File: src/rtl/scsi_ci_pkg.sv
package scsi_ci_pkg;

  localparam logic [6:0] OP_NOP     = 7'h00;
  localparam logic [6:0] OP_FLUSH   = 7'h01;
  localparam logic [6:0] OP_CHIPRST = 7'h02;
  localparam logic [6:0] OP_BUSRST  = 7'h03;
  localparam logic [6:0] OP_MSGACC  = 7'h12;
  localparam logic [6:0] OP_SELON   = 7'h44;
  localparam logic [6:0] OP_SELOFF  = 7'h45;

  localparam int ST_INT = 7;
  localparam int ST_TC  = 4;
  localparam logic [7:0] ST_PHASE_STATUS = 8'h03;

  localparam logic [7:0] CAUSE_FUNC   = 8'h08;
  localparam logic [7:0] CAUSE_BUSSVC = 8'h10;
  localparam logic [7:0] CAUSE_DISC   = 8'h20;
  localparam logic [7:0] CAUSE_RESET  = 8'h80;

  localparam logic [2:0] SEQ_DONE     = 3'd4;
  localparam logic [7:0] CFG_DEFAULT  = 8'h07;
  localparam int         CFG_RPT_OFF  = 6;

  typedef struct packed {
    logic       ack;
    logic       report;
    logic [7:0] reportStat;
    logic       cmdWr;
    logic       dmaLoad;
    logic       doFlush;
    logic       doBusRst;
    logic       doMsgAcc;
    logic       doSelOn;
    logic       doSelOff;
    logic       wipe;
  } ciStrobe_t;

endpackage

File: src/rtl/scsi_ci_ctrl.sv
module scsi_ci_ctrl
  import scsi_ci_pkg::*;
#(
  parameter int ADDR_W   = 4,
  parameter int TC_BYTES = 3
) (
  input  logic              clk,
  input  logic              rstN,
  input  logic              resetReq,
  input  logic              regWrEn,
  input  logic              regRdEn,
  input  logic [ADDR_W-1:0] regAddr,
  input  logic [7:0]        regWrData,
  input  logic              cmplValid,
  input  logic [7:0]        cmplStatus,
  input  logic              intBit,
  output ciStrobe_t         strobe,
  output logic              deferPend
);

  localparam logic [ADDR_W-1:0] A_CMD   = ADDR_W'(TC_BYTES);
  localparam logic [ADDR_W-1:0] A_CAUSE = ADDR_W'(TC_BYTES + 2);

  logic       deferQ, deferD;
  logic [7:0] heldQ, heldD;
  logic       isCmd, ackRd, intAfter, takeHeld, holdNew;
  logic [6:0] op;

  always_comb begin
    isCmd    = regWrEn && (regAddr == A_CMD);
    op       = regWrData[6:0];
    ackRd    = regRdEn && !regWrEn && (regAddr == A_CAUSE);
    intAfter = intBit && !ackRd;
    takeHeld = ackRd && deferQ;
    // after a held report the interrupt is set again, so a new pulse waits
    holdNew  = cmplValid && (intAfter || takeHeld);

    strobe            = '0;
    strobe.ack        = ackRd;
    strobe.report     = takeHeld || (cmplValid && !holdNew);
    strobe.reportStat = takeHeld ? heldQ : cmplStatus;
    strobe.cmdWr      = isCmd;
    strobe.dmaLoad    = isCmd && regWrData[7];
    strobe.doFlush    = isCmd && (op == OP_FLUSH);
    strobe.doBusRst   = isCmd && (op == OP_BUSRST);
    strobe.doMsgAcc   = isCmd && (op == OP_MSGACC);
    strobe.doSelOn    = isCmd && (op == OP_SELON);
    strobe.doSelOff   = isCmd && (op == OP_SELOFF);
    strobe.wipe       = resetReq || (isCmd && (op == OP_CHIPRST));

    deferD = deferQ && !takeHeld;
    heldD  = heldQ;
    if (holdNew) begin
      deferD = 1'b1;
      heldD  = cmplStatus;
    end
    if (strobe.wipe) begin
      deferD = 1'b0;
      heldD  = '0;
    end
  end

  always_ff @(posedge clk or negedge rstN) begin
    if (!rstN) begin
      deferQ <= 1'b0;
      heldQ  <= '0;
    end else begin
      deferQ <= deferD;
      heldQ  <= heldD;
    end
  end

  assign deferPend = deferQ;

endmodule

File: src/rtl/scsi_ci_regs.sv
module scsi_ci_regs
  import scsi_ci_pkg::*;
#(
  parameter int ADDR_W   = 4,
  parameter int TC_BYTES = 3
) (
  input  logic              clk,
  input  logic              rstN,
  input  ciStrobe_t         strobe,
  input  logic              regWrEn,
  input  logic [ADDR_W-1:0] regAddr,
  input  logic [7:0]        regWrData,
  output logic [7:0]        regRdData,
  output logic              intBit,
  output logic              busResetReq
);

  localparam logic [ADDR_W-1:0] A_CMD   = ADDR_W'(TC_BYTES);
  localparam logic [ADDR_W-1:0] A_STAT  = ADDR_W'(TC_BYTES + 1);
  localparam logic [ADDR_W-1:0] A_CAUSE = ADDR_W'(TC_BYTES + 2);
  localparam logic [ADDR_W-1:0] A_SEQ   = ADDR_W'(TC_BYTES + 3);
  localparam logic [ADDR_W-1:0] A_CFG   = ADDR_W'(TC_BYTES + 4);
  localparam logic [ADDR_W-1:0] A_DONE  = ADDR_W'(TC_BYTES + 5);

  logic [7:0] statQ, statD, causeQ, causeD, cfgQ, cfgD;
  logic [7:0] doneQ, doneD, cmdQ, cmdD;
  logic [2:0] seqQ, seqD;
  logic [TC_BYTES-1:0][7:0] tcLiveQ, tcLiveD, tcShadowQ, tcShadowD;
  logic busRstQ, busRstD;

  always_comb begin
    statD     = statQ;
    causeD    = causeQ;
    seqD      = seqQ;
    cfgD      = cfgQ;
    doneD     = doneQ;
    cmdD      = cmdQ;
    tcLiveD   = tcLiveQ;
    tcShadowD = tcShadowQ;
    busRstD   = 1'b0;

    if (strobe.ack) begin
      causeD        = '0;
      statD[ST_TC]  = 1'b0;
      statD[ST_INT] = 1'b0;
      seqD          = SEQ_DONE;
    end
    if (strobe.report) begin
      statD         = ST_PHASE_STATUS;
      statD[ST_TC]  = 1'b1;
      statD[ST_INT] = 1'b1;
      causeD        = CAUSE_BUSSVC;
      seqD          = '0;
      tcLiveD       = '0;
      doneD         = strobe.reportStat;
    end

    for (int i = 0; i < TC_BYTES; i++) begin
      if (regWrEn && (regAddr == ADDR_W'(i))) tcShadowD[i] = regWrData;
    end
    if (regWrEn && (regAddr == A_CFG)) cfgD = regWrData;

    if (strobe.cmdWr)   cmdD    = regWrData;
    if (strobe.dmaLoad) tcLiveD = tcShadowQ;
    if (strobe.doFlush) begin
      causeD = CAUSE_FUNC;
      seqD   = '0;
    end
    if (strobe.doBusRst) begin
      causeD  = CAUSE_RESET;
      busRstD = 1'b1;
      if (!cfgQ[CFG_RPT_OFF]) statD[ST_INT] = 1'b1;
    end
    if (strobe.doMsgAcc) begin
      causeD        = CAUSE_DISC;
      seqD          = '0;
      statD[ST_INT] = 1'b1;
    end
    if (strobe.doSelOn) causeD = '0;
    if (strobe.doSelOff) begin
      causeD        = '0;
      statD[ST_INT] = 1'b1;
    end

    if (strobe.wipe) begin
      statD     = '0;
      causeD    = '0;
      seqD      = '0;
      cfgD      = CFG_DEFAULT;
      doneD     = '0;
      cmdD      = '0;
      tcLiveD   = '0;
      tcShadowD = '0;
      busRstD   = 1'b0;
    end
  end

  always_ff @(posedge clk or negedge rstN) begin
    if (!rstN) begin
      statQ     <= '0;
      causeQ    <= '0;
      seqQ      <= '0;
      cfgQ      <= CFG_DEFAULT;
      doneQ     <= '0;
      cmdQ      <= '0;
      tcLiveQ   <= '0;
      tcShadowQ <= '0;
      busRstQ   <= 1'b0;
    end else begin
      statQ     <= statD;
      causeQ    <= causeD;
      seqQ      <= seqD;
      cfgQ      <= cfgD;
      doneQ     <= doneD;
      cmdQ      <= cmdD;
      tcLiveQ   <= tcLiveD;
      tcShadowQ <= tcShadowD;
      busRstQ   <= busRstD;
    end
  end

  always_comb begin
    regRdData = '0;
    for (int i = 0; i < TC_BYTES; i++) begin
      if (regAddr == ADDR_W'(i)) regRdData = tcLiveQ[i];
    end
    case (regAddr)
      A_CMD:   regRdData = cmdQ;
      A_STAT:  regRdData = statQ;
      A_CAUSE: regRdData = causeQ;
      A_SEQ:   regRdData = {5'b0, seqQ};
      A_CFG:   regRdData = cfgQ;
      A_DONE:  regRdData = doneQ;
      default: ;
    endcase
  end

  assign intBit      = statQ[ST_INT];
  assign busResetReq = busRstQ;

endmodule

File: src/rtl/scsi_cmd_intr.sv
module scsi_cmd_intr
  import scsi_ci_pkg::*;
#(
  parameter int ADDR_W   = 4,
  parameter int TC_BYTES = 3
) (
  input  logic              clk,
  input  logic              rstN,
  input  logic              resetReq,
  input  logic              regWrEn,
  input  logic              regRdEn,
  input  logic [ADDR_W-1:0] regAddr,
  input  logic [7:0]        regWrData,
  output logic [7:0]        regRdData,
  input  logic              cmplValid,
  input  logic [7:0]        cmplStatus,
  output logic              irq,
  output logic              busResetReq
);

  ciStrobe_t strobe;
  logic      intBit;
  logic      deferPend;

  scsi_ci_ctrl #(.ADDR_W(ADDR_W), .TC_BYTES(TC_BYTES)) u_ctrl (
    .clk        (clk),
    .rstN       (rstN),
    .resetReq   (resetReq),
    .regWrEn    (regWrEn),
    .regRdEn    (regRdEn),
    .regAddr    (regAddr),
    .regWrData  (regWrData),
    .cmplValid  (cmplValid),
    .cmplStatus (cmplStatus),
    .intBit     (intBit),
    .strobe     (strobe),
    .deferPend  (deferPend)
  );

  scsi_ci_regs #(.ADDR_W(ADDR_W), .TC_BYTES(TC_BYTES)) u_regs (
    .clk         (clk),
    .rstN        (rstN),
    .strobe      (strobe),
    .regWrEn     (regWrEn),
    .regAddr     (regAddr),
    .regWrData   (regWrData),
    .regRdData   (regRdData),
    .intBit      (intBit),
    .busResetReq (busResetReq)
  );

  assign irq = intBit;

endmodule

File: config.mk
export PLATFORM = sky130hd
export DESIGN_NAME = scsi_cmd_intr
export DESIGN_NICKNAME = d
export VERILOG_FILES = /design/src/rtl/scsi_ci_pkg.sv /design/src/rtl/scsi_ci_ctrl.sv /design/src/rtl/scsi_ci_regs.sv /design/src/rtl/scsi_cmd_intr.sv
export SDC_FILE = /design/constraint.sdc
export NUM_CORES = 1
export LEC_CHECK = 0
export CAP_MARGIN = 15
export CORE_MARGIN = 4
export CORE_UTILIZATION = 44
export DETAILED_ROUTE_END_ITERATION = 6
export DONT_BUFFER_PORTS = 1
export PLACE_DENSITY = 0.69
export REMOVE_ABC_BUFFERS = 1
export SLEW_MARGIN = 40
export SYNTH_ARGS = -nofsm -noshare
export SYNTH_HDL_FRONTEND = slang
export SYNTH_SLANG_ARGS = --single-unit
export TNS_END_PERCENT = 20
File: constraint.sdc
create_clock -name clk -period 1.95 [get_ports clk]
set_input_delay 0.39 -clock clk [delete_from_list [all_inputs] [get_ports clk]]
set_output_delay 0.39 -clock clk [all_outputs]
set_load 0.005 [all_outputs]
; Yosys cells after proc, flatten, opt, wreduce, memory -nomap -nowiden
; Index checks and enable logic that the tools add are counted.
[totals]
wordCells = 114
in_bits = 26
regBits = 101
[classes]
n_mux = 45
n_reduce_logical = 38
eq_ne = 14
[ops]
columns = op, n
row1 = $mux 8, 25
row2 = $mux 24, 4
row3 = $pmux 8 s6, 1
row4 = $logic_and 1x1->1, 19
row5 = $eq 4x3->1 const B, 4
row6 = $mux 3, 5
row7 = $eq 7x2->1 const B, 2
row8 = $eq 7x7->1 const B, 2
row9 = $reduce_bool 2->1, 7
row10 = $mux 1, 10
row11 = $eq 4x2->1 const B, 2
row12 = $reduce_bool 8->1, 1
row13 = $eq 7x1->1 const B, 1
row14 = $eq 7x5->1 const B, 1
row15 = $reduce_bool 3->1, 2
row16 = $reduce_bool 5->1, 1
row17 = $eq 4x1->1 const B, 1
row18 = $eq 4x4->1 const B, 1
row19 = $logic_not 1->1, 4
row20 = $logic_not 4->1, 1
row21 = $logic_or 1x1->1, 3

; Logic depth before layout (Yosys ltp)
[depth]
depth_word = 17
mapped_depth = 9
ltp_nobuf = 5

; Cells and area by module
; From an unflattened synthesis, not the netlist that was laid out.
[hier_totals]
hier_cells = 406
hier_area_um2 = 4398.0
[by_module_without_submodules]
columns = mod, cells_per_inst, seq_area_each_um2, area_each_um2, instances
row1 = scsi_ci_regs, 327, 2030.7, 3693.5, 1
row2 = scsi_ci_ctrl, 79, 225.2, 704.4, 1

; Least setup slack after synthesis
; Ideal clock, no wire load.
[synth_timing]
kind = input port to output port
start = in regAddr[0]
end = out regRdData[3]
stages = 5
required_time_ns = 1.560
path_slack_ns = 0.153
t_arrival_ns = 1.407
n_path_buf = 1
cell_sequence = buf_2 mux4_2 nor2b_1 a21oi_1 o22ai_1
[synth_via]
elab_chain_cells = 5
[synth_lines]
columns = item, line_no
row1 = from (decl), scsi_cmd_intr.sv:12  ; input logic [ADDR_W-1:0] regAddr,
row2 = $logic_not 4->1, scsi_ci_regs.sv:125  ; if (regAddr == ADDR_W'(i)) regRdData = tcLiveQ[i];
row3 = $mux 8 (3 in series), scsi_ci_regs.sv:125
row4 = $pmux 8 s6 (*), scsi_ci_regs.sv:127  ; case (regAddr)
row5 = to (decl), scsi_cmd_intr.sv:14  ; output logic [7:0] regRdData,
; Every way passes the cells marked *; elsewhere a longest branch is shown, timed or not.

; Worst setup path after layout
[layout_timing]
start = reg u_regs.cmdQ[6]
end = out regRdData[6]
[layout_via]
elab_chain_cells = 1
[layout_lines]
columns = item, line_no
row1 = from (decl), scsi_ci_regs.sv:26  ; logic [7:0] doneQ, doneD, cmdQ, cmdD;
row2 = from (signal assigned), scsi_ci_regs.sv:115  ; cmdQ <= cmdD;
row3 = $pmux 8 s6, scsi_ci_regs.sv:127
; Every way passes these cells.

==> flow_summary.yaml <==
critical_path:
  max_stage_delay_ns: 0.48
  ff2ff_setup_slack_ns: 0.53
  worstPathArrival_ns: 1.65
  endpoint_kind: "output pin"
  rr_startpoint: "u_regs.statQ[7]"
  cpLargestDelayFamily: "multiplexers"
  crit_fanout: 2
  crit_type: "reg -> out"
  rr_worst_depth: 6
  critPathSlowestCell: "mux4_2"
  cp.required_ns: 1.56
  startpoint_type: "flop"
  r2r_end: "u_regs.statQ[1]"
  path_cells: "mux4_2 > nor2b_4 > a31oi_4 > o22ai_2"
  cp_num_buf_inv: 0
finish:
  fillers: 929
  final_area_mm2: 0.00505
  area_growth_pct: 10.1
  drive_gt1_share_pct: 14.6
  stdcell_count: 620
  nets: 508
  seqCellArea_mm2: 0.00226
  multiInputGateArea_mm2: 0.00214
  diodes: 0
global_route:
  antenna_found_initial: 0
  grt_usage_pct: 20.5
  grt_max_degree: 91
  overflow: 0
  grt_first_pass_wirelength_mm: 18.8
  grt_pass1_vias: 3523
logic_synthesis:
  ys_top_cells_by_count: "87 x dfrtp_1, 79 x nand3_1, 74 x nand2_1, 47 x a21oi_1, 33 x o21ai_1"
  synth_top_area_share_pct: 47.5
  synth-seq-area-share_pct: 49.2
  async_reset_ff_share_pct: 100
  synth_edf_count: 0
  synth.most_common_cell: "dfrtp_1"
  syn_area_per_cell_um2: 9.30
  netlist_area_mm2: 0.00458
  ys.flop_type: "dfrtp_1"
  ys_ff_latch: 90
  yosysUniqueCellTypes: 54
  yosys_warnings: 0
  synth_area_leaders: "dfrtp_1 47%, nand3_1 8.6%, nand2_1 6.1%, mux2i_1 5.5%, a21oi_1 5.1%"
  synth_cells: 493
  synth.largest_area_cell: "dfrtp_1"
drt:
  dr_total_vias: 3692
  wl_mm: 11.7
  post_drt_wl_per_cell_um: 18.8
  drc: 0
  drt_iter0_markers: 341
  drt_pre_antenna_iters: 5
  postRouteAntennaNets: 0
  drt-vias-per-instance: 5.95
timing:
  worst_slew_pin_slew_ns: 0.507
  final-hold-violation-count: 90
  slew_headroom_pct: 66.1
  setup_ws_ns: -0.0905
  finalCritPeriodShare_pct: 105
  setup_viol_count_final: 3
  drv_slew: 0
  holdWs_ns: -0.294
  fmax_mhz: 490
  fin_skew_ns: 0.00921
  post-route-min-period_ns: 2.04
  finalSetupTns_ns: -0.192
  rsz0062_at_grt: "true"
floorplan:
  die_w_um: 110
  floorplan.initialDensity_pct: 46.1
  ios: 36
  row_count: 36
  core_mm2: 0.00995
  die_y_um: 110
  die_area_mm2: 0.0121
clocking:
  cts-root-buf: "clkbuf_8"
  cts.sinks: 90
  cts_buffer_depth: 2
  cts.clk_slew.worst_paths_ns: 0.09
  cts_tree: "done"
  htree_levels: 3
  clk_latency_ns: 0.37
  cts-buffers-inserted: 9
job:
  cap_violations: 0
power_and_ir_drop:
  power_leakage_uw: 0.00214
  peakVddDrop_uv: 377
  p_per_area_mw_per_mm2: 737
placed_design:
  place.gp.congestion: 0.882
  place_inst: 602
  port-buffer-count: 0
  place_area_mm2: 0.00474
  hpwl_mm: 7.63
status:
  failed_checks: "hold timing, setup timing"
  status: "finished with violations"
hold_path:
  hp-class: "in -> async"
## cell type report
class	count	share of cell area (%)
flip-flops and latches	90	44.7
repair buffers	20	4.46
clock buffers	10	2.53
inverters	4	0.297
clock inverters	6	2.28
well taps	133	3.30
multi-input cells	357	42.4
## metal layers
metal | wire length, um | track usage, % | vias up
li1 | - | - | 1726
met1 | 5210 | 28.6 | 1831
met5 | 0 | 0 | -
met4 | 255 | 9.53 | 0
met3 | 644 | 3.38 | 17
met2 | 5560 | 31.3 | 118
## how the worst max path moves through the flow
stage	startpoint	endpoint	slack, ns	cells past startpoint
after floorplan	regAddr[2]	u_ctrl.heldQ[0]	-0.70	5
after global placement	regWrData[6]	u_regs.tcShadowQ[10]	0.17	5
after detailed placement	regAddr[2]	u_regs.statQ[7]	0.13	5
after CTS	u_regs.cmdQ[6]	regRdData[6]	-0.13	4
after global routing	u_regs.tcLiveQ[6]	regRdData[6]	-0.13	4
final	u_regs.cmdQ[6]	regRdData[6]	-0.09	4
## metrics by stage
step                power (uW)  util (%)  hold WS (ns)  setup WS [ns]
floorplan                 2130         -        0.0944         -0.698
global placement          2220      47.6        0.0978          0.169
detailed placement        2220      47.6        0.0987          0.128
CTS                       3750      50.1        -0.316         -0.132
global route              3860      50.7        -0.313         -0.126
finish                    3720      50.7        -0.294        -0.0905
## flip-flops by register name, indices dropped and copies added (netlist names), 3 cells and up
signal            cells
u_regs.tcLiveQ       24
u_regs.cfgQ           8
u_regs.statQ          3
u_regs.cmdQ           8
u_regs.doneQ          8
u_regs.causeQ         4
u_ctrl.heldQ          8
u_regs.tcShadowQ     24
## timing repair
action	4_1_cts	5_1_grt
setup buffers	0	2
endpoints found under the setup margin	4	5
gates resized for setup	1	7
pin swaps	0	1
hold endpoints to repair	90	90
## cells in the final DEF, fill, tap and decap left out, drive strengths merged, types with 2 or more instances in the layout
| master | instances |
|---|---|
| a21o | 2 |
| a21oi | 48 |
| a22oi | 4 |
| a31oi | 2 |
| and2 | 4 |
| buf | 20 |
| bufinv | 3 |
| clkbuf | 10 |
| clkinv | 2 |
| dfrtp | 87 |
| dfstp | 3 |
| inv | 4 |
| mux2 | 3 |
| mux2i | 25 |
| mux4 | 3 |
| nand2 | 76 |
| nand2b | 2 |
| nand3 | 81 |
| nand3b | 3 |
| nand4 | 4 |
| nor2 | 18 |
| nor2b | 7 |
| nor3 | 2 |
| nor4b | 2 |
| o21a | 2 |
| o21ai | 45 |
| o221ai | 3 |
| o22ai | 5 |
| o32ai | 2 |
## worst reg2reg max path, cell delays in order, from the launching register on
cell	delay, ns
dfrtp_1	0.42
inv_1	0.08
a21o_1	0.20
nand2_4	0.19
nand2_2	0.09
buf_12	0.16
o21a_1	0.17
## power by group
group | total, uW | leakage [uW] | internal (uW) | switching (uW)
clock | 1530 | 0.000117 | 856 | 673
sequential | 1930 | 0.00123 | 1900 | 24.2
combinational | 267 | 0.000789 | 111 | 156
total | 3720 | 0.00214 | 2870 | 854
## logic make-up (layout without fill, tap and decap cells)
group                  after synthesis  in the layout  share of synthesized area, %
AO/OA/AOI/OAI                      118            118                          15.5
buffers and inverters               46             40                          5.16
flip-flops                          90             90                          49.2
multiplexers                        31             31                          7.67
AND/OR/NAND/NOR                    208            208                          22.5
Note: power is estimated with default switching activity, not from simulation.
